<file path="src/rtl/ivt_pkg.sv">
package ivt_pkg;

   typedef enum logic {
      IVT_ONESHOT  = 1'b0,
      IVT_PERIODIC = 1'b1
   } ivt_mode_e;

   typedef enum logic [1:0] {
      IVT_SEL_NONE = 2'd0,
      IVT_SEL_TRIG = 2'd1,
      IVT_SEL_STAT = 2'd2
   } ivt_sel_e;

endpackage

</file>
<file path="src/rtl/ivt_regif.sv">
module ivt_regif
   import ivt_pkg::*;
#(
   parameter int DATA_W   = 32,
   parameter int ADDR_W   = 4,
   parameter int TRIG_OFS = 0,
   parameter int STAT_OFS = 4,
   parameter int CLR_BIT  = 30,
   parameter bit READ_REG = 1'b1
) (
   input  logic              clk,
   input  logic              rst_n,
   input  logic [ADDR_W-1:0] addr_i,
   input  logic              we_i,
   input  logic [DATA_W-1:0] wdata_i,
   input  logic [DATA_W-1:0] trig_rb_i,
   input  logic [DATA_W-1:0] stat_rb_i,
   output logic              trig_wr_o,
   output logic              stat_clr_o,
   output logic [DATA_W-1:0] rdata_o
);

   localparam int WORD_LSB = 2;
   localparam logic [ADDR_W-1:0] TRIG_A = ADDR_W'(TRIG_OFS);
   localparam logic [ADDR_W-1:0] STAT_A = ADDR_W'(STAT_OFS);

   if (ADDR_W <= WORD_LSB) begin : g_bad_addr_w
      $error("ivt_regif: ADDR_W must exceed the word offset bits");
   end
   if (TRIG_A[ADDR_W-1:WORD_LSB] == STAT_A[ADDR_W-1:WORD_LSB]) begin : g_bad_map
      $error("ivt_regif: trigger and status words overlap");
   end
   if (CLR_BIT >= DATA_W) begin : g_bad_clr
      $error("ivt_regif: clear bit outside data word");
   end

   ivt_sel_e sel;

   always_comb begin
      if (addr_i[ADDR_W-1:WORD_LSB] == TRIG_A[ADDR_W-1:WORD_LSB]) begin
         sel = IVT_SEL_TRIG;
      end else if (addr_i[ADDR_W-1:WORD_LSB] == STAT_A[ADDR_W-1:WORD_LSB]) begin
         sel = IVT_SEL_STAT;
      end else begin
         sel = IVT_SEL_NONE;
      end
   end

   assign trig_wr_o  = we_i && (sel == IVT_SEL_TRIG);
   assign stat_clr_o = we_i && (sel == IVT_SEL_STAT) && wdata_i[CLR_BIT];

   logic [DATA_W-1:0] rd_mux;

   always_comb begin
      unique case (sel)
         IVT_SEL_TRIG: rd_mux = trig_rb_i;
         IVT_SEL_STAT: rd_mux = stat_rb_i;
         default:      rd_mux = '0;
      endcase
   end

   if (READ_REG) begin : g_rd_flop
      logic [DATA_W-1:0] rd_q;
      always_ff @(posedge clk or negedge rst_n) begin
         if (!rst_n) begin
            rd_q <= '0;
         end else begin
            rd_q <= rd_mux;
         end
      end
      assign rdata_o = rd_q;
   end else begin : g_rd_comb
      assign rdata_o = rd_mux;
   end

endmodule

</file>
<file path="src/rtl/ivt_counter.sv">
module ivt_counter #(
   parameter int RELOAD_W = 29
) (
   input  logic                clk,
   input  logic                rst_n,
   input  logic                tick_i,
   input  logic                run_i,
   input  logic                periodic_i,
   input  logic                load_i,
   input  logic [RELOAD_W-1:0] load_val_i,
   input  logic [RELOAD_W-1:0] reload_i,
   output logic [RELOAD_W-1:0] cnt_o,
   output logic                expire_o
);

   if (RELOAD_W < 1) begin : g_bad_w
      $error("ivt_counter: RELOAD_W must be positive");
   end

   logic [RELOAD_W-1:0] cnt_q;
   logic                at_zero;
   logic                step;

   assign at_zero  = (cnt_q == '0);
   assign step     = run_i && tick_i && !load_i;
   assign expire_o = step && at_zero;

   always_ff @(posedge clk or negedge rst_n) begin
      if (!rst_n) begin
         cnt_q <= '0;
      end else if (load_i) begin
         cnt_q <= load_val_i;
      end else if (step) begin
         if (at_zero) begin
            if (periodic_i) begin
               cnt_q <= reload_i;
            end
         end else begin
            cnt_q <= cnt_q - 1'b1;
         end
      end
   end

   assign cnt_o = cnt_q;


   count_step_chk: assert property (@(posedge clk) disable iff (!rst_n)
      (run_i && tick_i && !load_i && cnt_q != '0) |=> (cnt_q == $past(cnt_q) - 1'b1));


   idle_hold_chk: assert property (@(posedge clk) disable iff (!rst_n)
      (!run_i && !load_i) |=> $stable(cnt_q));


   periodic_reload_chk: assert property (@(posedge clk) disable iff (!rst_n)
      (expire_o && periodic_i) |=> (cnt_q == $past(reload_i)));

endmodule

</file>
<file path="src/rtl/ivt_irq.sv">
module ivt_irq (
   input  logic clk,
   input  logic rst_n,
   input  logic set_i,
   input  logic clr_i,
   output logic irq_o
);

   logic irq_q;

   always_ff @(posedge clk or negedge rst_n) begin
      if (!rst_n) begin
         irq_q <= 1'b0;
      end else if (set_i) begin
         irq_q <= 1'b1;
      end else if (clr_i) begin
         irq_q <= 1'b0;
      end
   end

   assign irq_o = irq_q;


   set_wins_chk: assert property (@(posedge clk) disable iff (!rst_n)
      set_i |=> irq_q);


   irq_hold_chk: assert property (@(posedge clk) disable iff (!rst_n)
      (irq_q && !clr_i) |=> irq_q);

endmodule

</file>
<file path="src/rtl/interval_timer.sv">
module interval_timer
   import ivt_pkg::*;
#(
   parameter int DATA_W   = 32,
   parameter int ADDR_W   = 4,
   parameter int RELOAD_W = 29,
   parameter int TRIG_OFS = 0,
   parameter int STAT_OFS = 4,
   parameter bit READ_REG = 1'b1
) (
   input  logic              clk,
   input  logic              rst_n,
   input  logic              tick_i,
   input  logic [ADDR_W-1:0] addr_i,
   input  logic              we_i,
   input  logic [DATA_W-1:0] wdata_i,
   output logic [DATA_W-1:0] rdata_o,
   output logic              irq_o
);

   localparam int EN_BIT   = DATA_W - 1;
   localparam int MODE_BIT = DATA_W - 2;
   localparam int IRQ_BIT  = MODE_BIT;

   if (RELOAD_W > DATA_W - 3) begin : g_bad_fields
      $error("interval_timer: reload field collides with flag bits");
   end

   logic                trig_wr;
   logic                stat_clr;
   logic                en_q;
   ivt_mode_e           mode_q;
   logic [RELOAD_W-1:0] reload_q;
   logic [RELOAD_W-1:0] cnt;
   logic                cnt_expire;
   logic                irq;
   logic [DATA_W-1:0]   trig_rb;
   logic [DATA_W-1:0]   stat_rb;

   always_ff @(posedge clk or negedge rst_n) begin
      if (!rst_n) begin
         en_q     <= 1'b0;
         mode_q   <= IVT_ONESHOT;
         reload_q <= '0;
      end else if (trig_wr) begin
         en_q     <= wdata_i[EN_BIT];
         mode_q   <= ivt_mode_e'(wdata_i[MODE_BIT]);
         reload_q <= wdata_i[RELOAD_W-1:0];
      end else if (cnt_expire && mode_q == IVT_ONESHOT) begin
         en_q     <= 1'b0;
      end
   end

   always_comb begin
      trig_rb                 = '0;
      trig_rb[EN_BIT]         = en_q;
      trig_rb[MODE_BIT]       = mode_q;
      trig_rb[RELOAD_W-1:0]   = reload_q;
      stat_rb                 = '0;
      stat_rb[IRQ_BIT]        = irq;
      stat_rb[RELOAD_W-1:0]   = cnt;
   end

   ivt_regif #(
      .DATA_W   (DATA_W),
      .ADDR_W   (ADDR_W),
      .TRIG_OFS (TRIG_OFS),
      .STAT_OFS (STAT_OFS),
      .CLR_BIT  (IRQ_BIT),
      .READ_REG (READ_REG)
   ) u_regif (
      .clk        (clk),
      .rst_n      (rst_n),
      .addr_i     (addr_i),
      .we_i       (we_i),
      .wdata_i    (wdata_i),
      .trig_rb_i  (trig_rb),
      .stat_rb_i  (stat_rb),
      .trig_wr_o  (trig_wr),
      .stat_clr_o (stat_clr),
      .rdata_o    (rdata_o)
   );

   ivt_counter #(
      .RELOAD_W (RELOAD_W)
   ) u_counter (
      .clk        (clk),
      .rst_n      (rst_n),
      .tick_i     (tick_i),
      .run_i      (en_q),
      .periodic_i (mode_q == IVT_PERIODIC),
      .load_i     (trig_wr && wdata_i[EN_BIT]),
      .load_val_i (wdata_i[RELOAD_W-1:0]),
      .reload_i   (reload_q),
      .cnt_o      (cnt),
      .expire_o   (cnt_expire)
   );

   ivt_irq u_irq (
      .clk   (clk),
      .rst_n (rst_n),
      .set_i (cnt_expire),
      .clr_i (stat_clr),
      .irq_o (irq)
   );

   assign irq_o = irq;


   oneshot_stop_chk: assert property (@(posedge clk) disable iff (!rst_n)
      (cnt_expire && mode_q == IVT_ONESHOT) |=> !en_q);


   trig_load_chk: assert property (@(posedge clk) disable iff (!rst_n)
      (trig_wr && wdata_i[EN_BIT]) |=> (en_q && cnt == $past(wdata_i[RELOAD_W-1:0])));

endmodule

</file>
<file path="config.mk">
export PLATFORM = sky130hd
export DESIGN_NAME = interval_timer
export DESIGN_NICKNAME = d
export VERILOG_FILES = /design/src/rtl/ivt_pkg.sv /design/src/rtl/ivt_regif.sv /design/src/rtl/ivt_counter.sv /design/src/rtl/ivt_irq.sv /design/src/rtl/interval_timer.sv
export SDC_FILE = /design/constraint.sdc
export NUM_CORES = 1
export LEC_CHECK = 0
export BUFFER_PORTS_ARGS = -buffer_cell sky130_fd_sc_hd__buf_2
export CORE_UTILIZATION = 42
export CTS_CLUSTER_DIAMETER = 40
export DETAILED_ROUTE_END_ITERATION = 6
export GPL_TIMING_DRIVEN = 0
export PLACE_DENSITY = 0.66
export SETUP_SLACK_MARGIN = 0.1
export SYNTH_ARGS = -nofsm -noshare
export SYNTH_HDL_FRONTEND = slang
export SYNTH_SLANG_ARGS = --single-unit
</file>
<file path="constraint.sdc">
create_clock -name clk -period 3.4 [get_ports clk]
set_clock_uncertainty 0.1 [all_clocks]
set_input_delay 0.51 -clock clk [delete_from_list [all_inputs] [get_ports clk]]
set_output_delay 0.51 -clock clk [all_outputs]
set_load 0.05 [all_outputs]
</file>
# Word level (Yosys, flattened, before mapping)
# Index checks and enable logic that the tools add are counted.
# classes
reduce_logical	15
add_sub_neg	1
bitwise	1
n_eq_ne	4
mux	11
# op_table
op	count
$mux W29	4
$pmux W32 S2	1
$logic_not A29 Y1	1
$sub A29 B1 Y29 const B	1
$logic_and A1 B1 Y1	8
$reduce_bool A2 Y1	3
$eq A2 B1 Y1 const B	2
$mux W1	4
$mux W2	2
$ne A3 B2 Y1 const B	1
$eq A2 B2 Y1 const B	1
$logic_not A2 Y1	1
$reduce_and A2 Y1	1
$logic_not A1 Y1	1
$not A1 Y1	1
# totals
regBits	93
in_bits	40

# Logic depth before layout (Yosys ltp)
# Gate-level depths: netlist of the first run.
# depth
ltp_word	12
mapped_depth	9
ltp_nobuf	8

# Hierarchy
# Synthesis of the first run repeated with hierarchy kept, for this count alone.
# hier_totals
cells_unflattened	443
hier_area_um2	4697.0
# modules_own_cells
module	cells_per_inst	seq_area_each_um2	area_each_um2	n_inst
ivt_counter	265	725.7	2133.3	1
ivt_regif	106	800.8	1350.0	1
interval_timer	69	775.7	1177.4	1
ivt_irq	3	25.0	36.3	1

# Least setup slack after synthesis of the first run
# Ideal clock, no wire load.
# synth_path
path_type	register -> register
start	reg u_counter.cnt_q[0], in the netlist u_counter.cnt_o[0]
end	reg u_counter.cnt_q[9], in the netlist u_counter.cnt_o[9]
t_arrival_ps	2196
path_buffers	1
synth_period_minus_slack_ps	2440
required_ps	3156
stages_incl_launch_ff	9
slack_ps	960
path_cell_list	dfrtp_1 inv_1 ha_1 or4b_4 nor3_1 nand3_1 buf_2 o31ai_1 a22oi_1
# synth_via
elab_chain_cells	4
elab_cells_between_ends	7
cone_classes	add/sub (1); eq/ne (1); mux (3); reduce/logical (2)
# synth_lines
item	line_no	source
start, declared	ivt_counter.sv:20	logic [RELOAD_W-1:0] cnt_q;
start signal, assigned	ivt_counter.sv:32	cnt_q <= load_val_i;
start signal, assigned	ivt_counter.sv:36	cnt_q <= reload_i;
start signal, assigned	ivt_counter.sv:39	cnt_q <= cnt_q - 1'b1;
$sub A29 B1 Y29 or $logic_not A29 Y1 (tied branches)	ivt_counter.sv:39, ivt_counter.sv:24	
$mux W29	ivt_counter.sv:34	if (at_zero) begin
$mux W29	ivt_counter.sv:33	end else if (step) begin
$mux W29	ivt_counter.sv:31	end else if (load_i) begin
# Parallel ways exist; a longest one is shown, timed or not. The select of a mux whose other input is x is not followed.
# A chain may end at the register's enable or synchronous reset.

# Worst setup path in the final report of the first run
# layout_path
start	reg u_counter.cnt_q[0], in the netlist u_counter.cnt_o[0]
end	reg u_counter.cnt_q[23], in the netlist u_counter.cnt_o[23]
# Same word-level chain as after synthesis.

==> results of run 1 <==
what timing repair did:
item,4_1_cts,5_1_grt
resized for setup,0,2
hold endpoints to repair,0,0
setup endpoints to repair,0,18
synth_stat cells, types with 2 or more instances:
library cell | number | area share (%)
mux2_2 | 28 | 6.7
a21oi_1 | 27 | 2.9
xnor2_1 | 7 | 1.3
or4b_4 | 2 | 0.59
o22ai_1 | 7 | 0.93
inv_1 | 4 | 0.32
buf_1 | 3 | 0.24
mux2i_1 | 31 | 6.6
clkbuf_1 | 18 | 1.4
nor3b_1 | 2 | 0.32
o31ai_1 | 4 | 0.64
nor3_2 | 2 | 0.43
nand4b_1 | 2 | 0.37
o41ai_1 | 2 | 0.37
or2_2 | 2 | 0.27
nand2_1 | 29 | 2.3
a21boi_0 | 2 | 0.32
or4_1 | 5 | 0.80
o2111ai_1 | 2 | 0.37
nor4_1 | 7 | 0.93
o211a_1 | 2 | 0.43
nand4_1 | 8 | 1.1
nor3_1 | 15 | 1.6
nor4b_1 | 2 | 0.37
a22oi_1 | 6 | 0.96
a31oi_1 | 5 | 0.67
o21ai_0 | 29 | 3.1
xor2_1 | 5 | 0.93
nand3_1 | 7 | 0.75
or3_1 | 2 | 0.27
buf_4 | 3 | 0.48
o211ai_1 | 2 | 0.32
nor2_1 | 67 | 5.4
or4_4 | 2 | 0.48
dfrtp_1 | 92 | 49
and2_1 | 3 | 0.40
buf_2 | 7 | 0.75
sequential cells by signal, indices dropped and copies added (netlist names):
signal and cells:
reload_q 29, u_counter.cnt_o 29, mode_q 1, en_q 1, u_regif.rdata_o 31, u_irq.irq_o 1
worst reg2reg max path, stage by stage, from the launching register on:
cell       delay [ps]
dfrtp_1           440
inv_1              80
ha_1              210
or4b_4            550
nor3_2            420
nand4_1           240
a21oi_1           530
o21ai_0           230
o2111ai_1         140
layer usage:
layer	up-vias	part of all wire, %	wire, um	GRT usage [%]
met4	0	2.5	342	9.98
met1	2024	45	6130	35.5
met2	167	47	6400	40.2
met5	-	0	0	0
met3	24	6.4	875	4.42
li1	1846	-	-	-
power by group through the flow:
| stage | registers, mW | logic, mW | clock network [mW] |
|---|---|---|---|
| finish | 1.57 | 1.18 | 0.843 |
| global route | 1.60 | 1.27 | 0.901 |
| CTS | 1.56 | 1.16 | 0.858 |
| detailed placement | 1.58 | 1.16 | 0 |
| global placement | 1.57 | 1.13 | 0 |
| floorplan | 1.74 | 0.660 | 0 |
layout make-up:
| cell class | instances | area, um^2 | area share [%] |
|---|---|---|---|
| Multi-Input combinational cell | 339 | 2250 | 41.0 |
| Timing Repair Buffer | 67 | 360 | 6.58 |
| Clock buffer | 13 | 159 | 2.90 |
| Tap cell | 140 | 175 | 3.20 |
| Buffer | 32 | 148 | 2.70 |
| Clock inverter | 3 | 68.8 | 1.26 |
| Inverter | 4 | 15.0 | 0.274 |
| Sequential cell | 92 | 2300 | 42.1 |
logic make-up after synthesis:
family / Yosys count / synth area share (%)
adder cells (fa/ha/maj): 1 / 0.266
XOR/XNOR: 12 / 2.24
other: 1 / 0.0798
multiplexers: 59 / 13.3
buffers and inverters: 36 / 3.46
AND/OR/NAND/NOR: 167 / 18.6
flip-flops: 92 / 49.0
AO/OA/AOI/OAI: 99 / 13.1
stage by stage:
stage | hold WS (ps) | power (mW)
after floorplan | 114 | 2.40
after global placement | 390 | 2.70
after detailed placement | 396 | 2.74
after CTS | 26.2 | 3.58
after global routing | 42.9 | 3.78
final | 14.7 | 3.59
worst max-delay path by stage:
stage	start	to	slack, ps	depth (start not counted)
2_1_floorplan	u_counter.cnt_o[0]	u_counter.cnt_o[9]	960	8
3_3_place_gp	u_counter.cnt_o[0]	u_counter.cnt_o[23]	200	8
3_5_place_dp	u_counter.cnt_o[0]	u_counter.cnt_o[23]	230	8
4_1_cts	u_counter.cnt_o[0]	u_counter.cnt_o[23]	210	8
5_1_grt	addr_i[2]	u_counter.cnt_o[27]	220	8
6_report	u_counter.cnt_o[0]	u_counter.cnt_o[23]	380	8
==> impl_metrics.py, run 1 <==
metrics = {
    "setup_path": {
        "crit_type": "reg2reg",
        "path_buf_inv": 1,
        "reg2regPathDepth": 8,
        "slowest_delay_ps": 550,
        "r2r_slack_ps": 380,
        "cp-start-kind": "flop",
        "cpLargestDelayFamily": "simple AND/OR/NAND/NOR gates",
        "cpMaxStageDelayCell": "or4b_4",
        "end_kind": "flop",
        "arrival_ps": 3210,
        "path_cells": "inv_1 -> ha_1 -> or4b_4 -> nor3_2 -> nand4_1 -> a21oi_1 -> o21ai_0 -> o2111ai_1",
        "timing.rr.start": "u_counter.cnt_o[0]",
        "worstPathRequired_ps": 3590,
        "critPathMaxFanout": 6,
        "timing.rr.end": "u_counter.cnt_o[23]",
    },
    "floorplan": {
        "die_h_um": 108,
        "ios": 73,
        "die-area_um2": 11600,
        "coreArea_um2": 10900,
        "row_count": 38,
        "start_util_pct": 43.2,
        "dieWidth_um": 108,
    },
    "sta": {
        "layout_setup_ws_ps": 376,
        "setup_viol": 0,
        "drv_slew": 0,
        "slew_headroom_pct": 28.6,
        "finalSetupTns_ps": 0,
        "post-route-period-util_pct": 88.9,
        "hold_viol": 0,
        "rsz0062_at_grt": "false",
        "worst_pin_slew_ps": 1070,
        "fmax_ghz": 0.331,
        "min_period_ps": 3020,
    },
    "global_routing": {
        "grt_max_degree": 51,
        "grt_pass1_wl_um": 21900,
        "track_usage_pct": 25.7,
        "antenna_found_initial": 0,
        "grt_pass1_vias": 3932,
        "gr-total-overflow": 0,
    },
    "finish": {
        "antenna_cells": 0,
        "utilization_pct": 50.3,
        "nNetsFinal": 586,
        "final_cell_mix": "dfrtp_1 (92), buf_2 (72), nor2_1 (67), mux2i_1 (31)",
        "layout-drive-gt1-share_pct": 25.3,
        "fin_area_um2": 5470,
        "fin_cells": 690,
        "final_common_cell": "dfrtp_1",
        "fillers": 1034,
        "syn2layout_area_growth_pct": 16.5,
    },
    "place": {
        "place_area_um2": 5240,
        "io_buffers": 66,
        "place_hpwl_um": 9590,
        "dp_slack_ps": 226,
        "gp_congestion": 0.902,
        "dp_cells": 674,
    },
    "clock_tree": {
        "clock-sinks": 92,
        "htree_levels": 3,
        "postCtsSetupRepairBufs": 0,
        "root_buffer": "clkbuf_8",
        "clk_latency_ps": 380,
        "cts_tree": "yes",
        "cts_buffers": 9,
        "clkSlewWorstSetupHoldPaths_ps": 90,
        "ctsHoldBuffers": 0,
        "cts_buffer_depth": 2,
    },
    "power_and_ir_drop": {
        "power_frac_seq_pct": 43.7,
        "p_int_mw": 2.23,
        "powerDensity_nw_per_um2": 655,
        "switching_power_mw": 1.36,
        "switching_share_pct": 37.9,
        "p_comb_share_pct": 32.8,
        "peakVddDrop_v": 0.000323,
        "total_leakage_power_nw": 2.40,
        "pwr-share-clk_pct": 23.5,
    },
    "run_status": {
        "status": "finished, final reports clean",
    },
    "synthesis": {
        "yosys_warnings": 0,
        "synthFlopType": "dfrtp_1",
        "syn-cell-area_um2": 4700,
        "syn-instance-count": 467,
        "syn_avg_cell_area_um2": 10.1,
        "yosysSeqAreaShare_pct": 49.0,
        "yosysUniqueCellTypes": 61,
        "async_flop_share_pct": 100,
        "synth-seq-cells": 92,
        "synth_edf_count": 0,
        "syn_nets": 508,
    },
    "flow_run": {
        "drv_cap": 0,
    },
    "route": {
        "drtAntennaViolNets": 0,
        "dr.pass1.iters": 7,
        "wl_um": 13700,
        "vias": 4061,
        "drcViolationCount": 0,
        "viasPerCell": 5.89,
        "wire_per_inst_um": 19.9,
        "drtIter0Drc": 290,
    },
    "min_path": {
        "hp-class": "in2async",
    },
}
No activity file was read; power rests on OpenSTA's default activity.
==> run 2: changes to the inputs <==
PLACE_DENSITY = 0.68   (was 0.66)
clock period = 2.45 ns   (was 3.4 ns; I/O delays follow)
==> run 2 against run 1 <==
The flow now finishes with violations (negative setup slack). First-iteration DRC count decreased by 20%. Count of clock-buffer cells in the layout down 2. Worst setup slack worse by 450 ps. Non-clock buffer count increased by 43. Global-route usage increased by 0.37 points. Core utilization up 6.1 points. Total power is 51% higher. Cell area is 12% higher. Via count grew 3.6%. Register-to-register slack got worse by 450 ps. Wire length increased by 5.6%. Combinational power is 74% higher. Critical path type unchanged.
==> impl_metrics.py, run 2 (synthesis gave the netlist of run 1 again) <==
metrics = {
    "sta": {
        "slew_headroom_pct": 30.6,
        "worst_pin_slew_ps": 1040,
        "layout_setup_ws_ps": -71.5,
        "drv_slew": 0,
        "finalSetupTns_ps": -749,
        "rsz0062_at_grt": "true",
        "setup_viol": 18,
        "post-route-period-util_pct": 103,
        "min_period_ps": 2520,
        "hold_viol": 0,
        "fmax_ghz": 0.397,
    },
    "setup_path": {
        "cp-start-kind": "flop",
        "worstPathRequired_ps": 2680,
        "end_kind": "flop",
        "critPathMaxFanout": 6,
        "arrival_ps": 2750,
        "crit_type": "reg2reg",
        "startpoint": "u_counter.cnt_o[17]",
        "timing.rr.end": "u_counter.cnt_o[1]",
        "cpMaxStageDelayCell": "or4b_4",
        "slowest_delay_ps": 550,
        "r2r_slack_ps": -70,
        "reg2regPathDepth": 7,
        "path_cells": "or4_4 -> or4b_4 -> nor4_4 -> buf_4 -> nor2_4 -> nor3_2 -> a221o_1",
        "timing.rr.start": "u_counter.cnt_o[17]",
        "endpoint": "u_counter.cnt_o[1]",
    },
    "floorplan": {
        "ios": 73,
        "coreArea_um2": 10900,
        "die_h_um": 108,
        "start_util_pct": 43.2,
        "die-area_um2": 11600,
        "dieWidth_um": 108,
        "row_count": 38,
    },
    "power_and_ir_drop": {
        "switching_power_mw": 2.09,
        "switching_share_pct": 38.6,
        "peakVddDrop_v": 0.000538,
        "p_int_mw": 3.33,
        "p_comb_share_pct": 37.9,
        "power_frac_seq_pct": 40.4,
        "p_total_mw": 5.42,
        "powerDensity_nw_per_um2": 883,
        "total_leakage_power_nw": 2.72,
        "pwr-share-clk_pct": 21.7,
    },
    "finish": {
        "fillers": 966,
        "fin_area_um2": 6140,
        "syn2layout_area_growth_pct": 30.6,
        "nNetsFinal": 629,
        "final_common_cell": "dfrtp_1",
        "antenna_cells": 0,
        "largest_reg_flops": 31,
        "layout-drive-gt1-share_pct": 38.3,
        "final_cell_mix": "dfrtp_1 (88), buf_2 (69), nor2_1 (63), buf_4 (36), mux2i_1 (31)",
        "utilization_pct": 56.4,
    },
    "global_routing": {
        "grt_pass1_wl_um": 22200,
        "gr-usage-met2_pct": 40.6,
        "met1_usage_pct": 35.7,
        "antenna_found_initial": 0,
        "grt_max_degree": 50,
        "track_usage_pct": 26.1,
        "grt_pass1_vias": 4047,
        "gr-usage-met3_pct": 5.02,
        "gr-total-overflow": 0,
        "grt.busiest_layer": "met2",
    },
    "clock_tree": {
        "clkSlewWorstSetupHoldPaths_ps": 100,
        "cts_buffer_depth": 2,
        "cts_tree": "yes",
        "htree_levels": 3,
        "clk_latency_ps": 380,
        "root_buffer": "clkbuf_8",
        "cts_buffers": 9,
        "clock-sinks": 92,
    },
    "min_path": {
        "worstHoldStart": "wdata_i[4]",
        "worstHoldPathCells": 3,
        "hp-class": "in2reg",
    },
    "route": {
        "dr.pass1.iters": 5,
        "wire_per_inst_um": 19.8,
        "drtIter0Drc": 231,
        "drcViolationCount": 0,
        "viasPerCell": 5.74,
        "vias": 4207,
        "wl_um": 14500,
        "drtAntennaViolNets": 0,
    },
    "place": {
        "gp_congestion": 0.894,
        "place_hpwl_um": 9550,
        "place_area_um2": 5250,
        "io_buffers": 66,
    },
    "run_status": {
        "failed_checks": "negative setup slack",
        "status": "finished with violations",
    },
    "flow_run": {
        "drv_cap": 0,
    },
}
run 2: changes by cell type in the layout (fill, tap and decap cells not counted), sizes merged:
| cell | delta |
|---|---|
| buf | +42 |
| clkinv | -1 |
| clkinvlp | +2 |
| clkbuf | -2 |
| inv | +1 |
| dlygate4sd3 | +1 |
run 2: what timing repair did:
item	in CTS	in global routing
cloned	1	0
hold buffers	1	0
buffers inserted	31	10
pin swaps	17	22
gates resized for setup	53	44
hold endpoints to repair	43	0
endpoints found under the setup margin	31	31
run 2: critical path: cells and delay by family (launching register included):
kind	cells	cell delay, ps
buffers and inverters	1	190
flip-flops	1	420
AND/OR/NAND/NOR	5	1620
AO/OA/AOI/OAI	1	130
run 2: layer usage:
layer  vias up  part of all wire, %
li1       1935                    -
met1      2080                   44
met2       162                   46
met3        30                  7.0
met4         0                  2.8
met5         -                    0
run 2: per-stage QoR:
step / setup WS (ps) / hold slack, ps / std cells
floorplan: 9.89 / -28.1 / 467
global placement: -724 / 389 / 673
detailed placement: -739 / 314 / 674
CTS: -40.2 / 111 / 723
global route: -207 / 121 / 733
finish: -71.5 / 108 / 733
run 2: power by group through the flow:
| stage | Sequential [mW] | Clock (mW) | Combinational [mW] |
|---|---|---|---|
| after floorplan | 2.42 | 0 | 0.920 |
| after global placement | 2.18 | 0 | 1.57 |
| after detailed placement | 2.19 | 0 | 1.61 |
| after CTS | 2.17 | 1.18 | 1.90 |
| after global routing | 2.24 | 1.25 | 2.20 |
| final | 2.19 | 1.18 | 2.05 |
run 2: how the worst min path moves through the flow:
stage                         end  slack [ps]
4_1_cts                    mode_q         110
5_1_grt              reload_q[23]         120
3_3_place_gp          u_irq.irq_o         390
3_5_place_dp   u_regif.rdata_o[6]         310
2_1_floorplan                en_q         -30
6_report       u_counter.cnt_o[4]         110
run 2: final cells by class:
cell class	instances	area (um^2)	area share, %
plain buffers	32	183	2.98
clock buffers	11	141	2.30
clock inverters	5	83.8	1.37
inverters	4	15.0	0.245
multi-input cells	339	2520	41.0
flip-flops and latches	92	2310	37.6
well taps	140	175	2.85
repair buffers	110	716	11.7
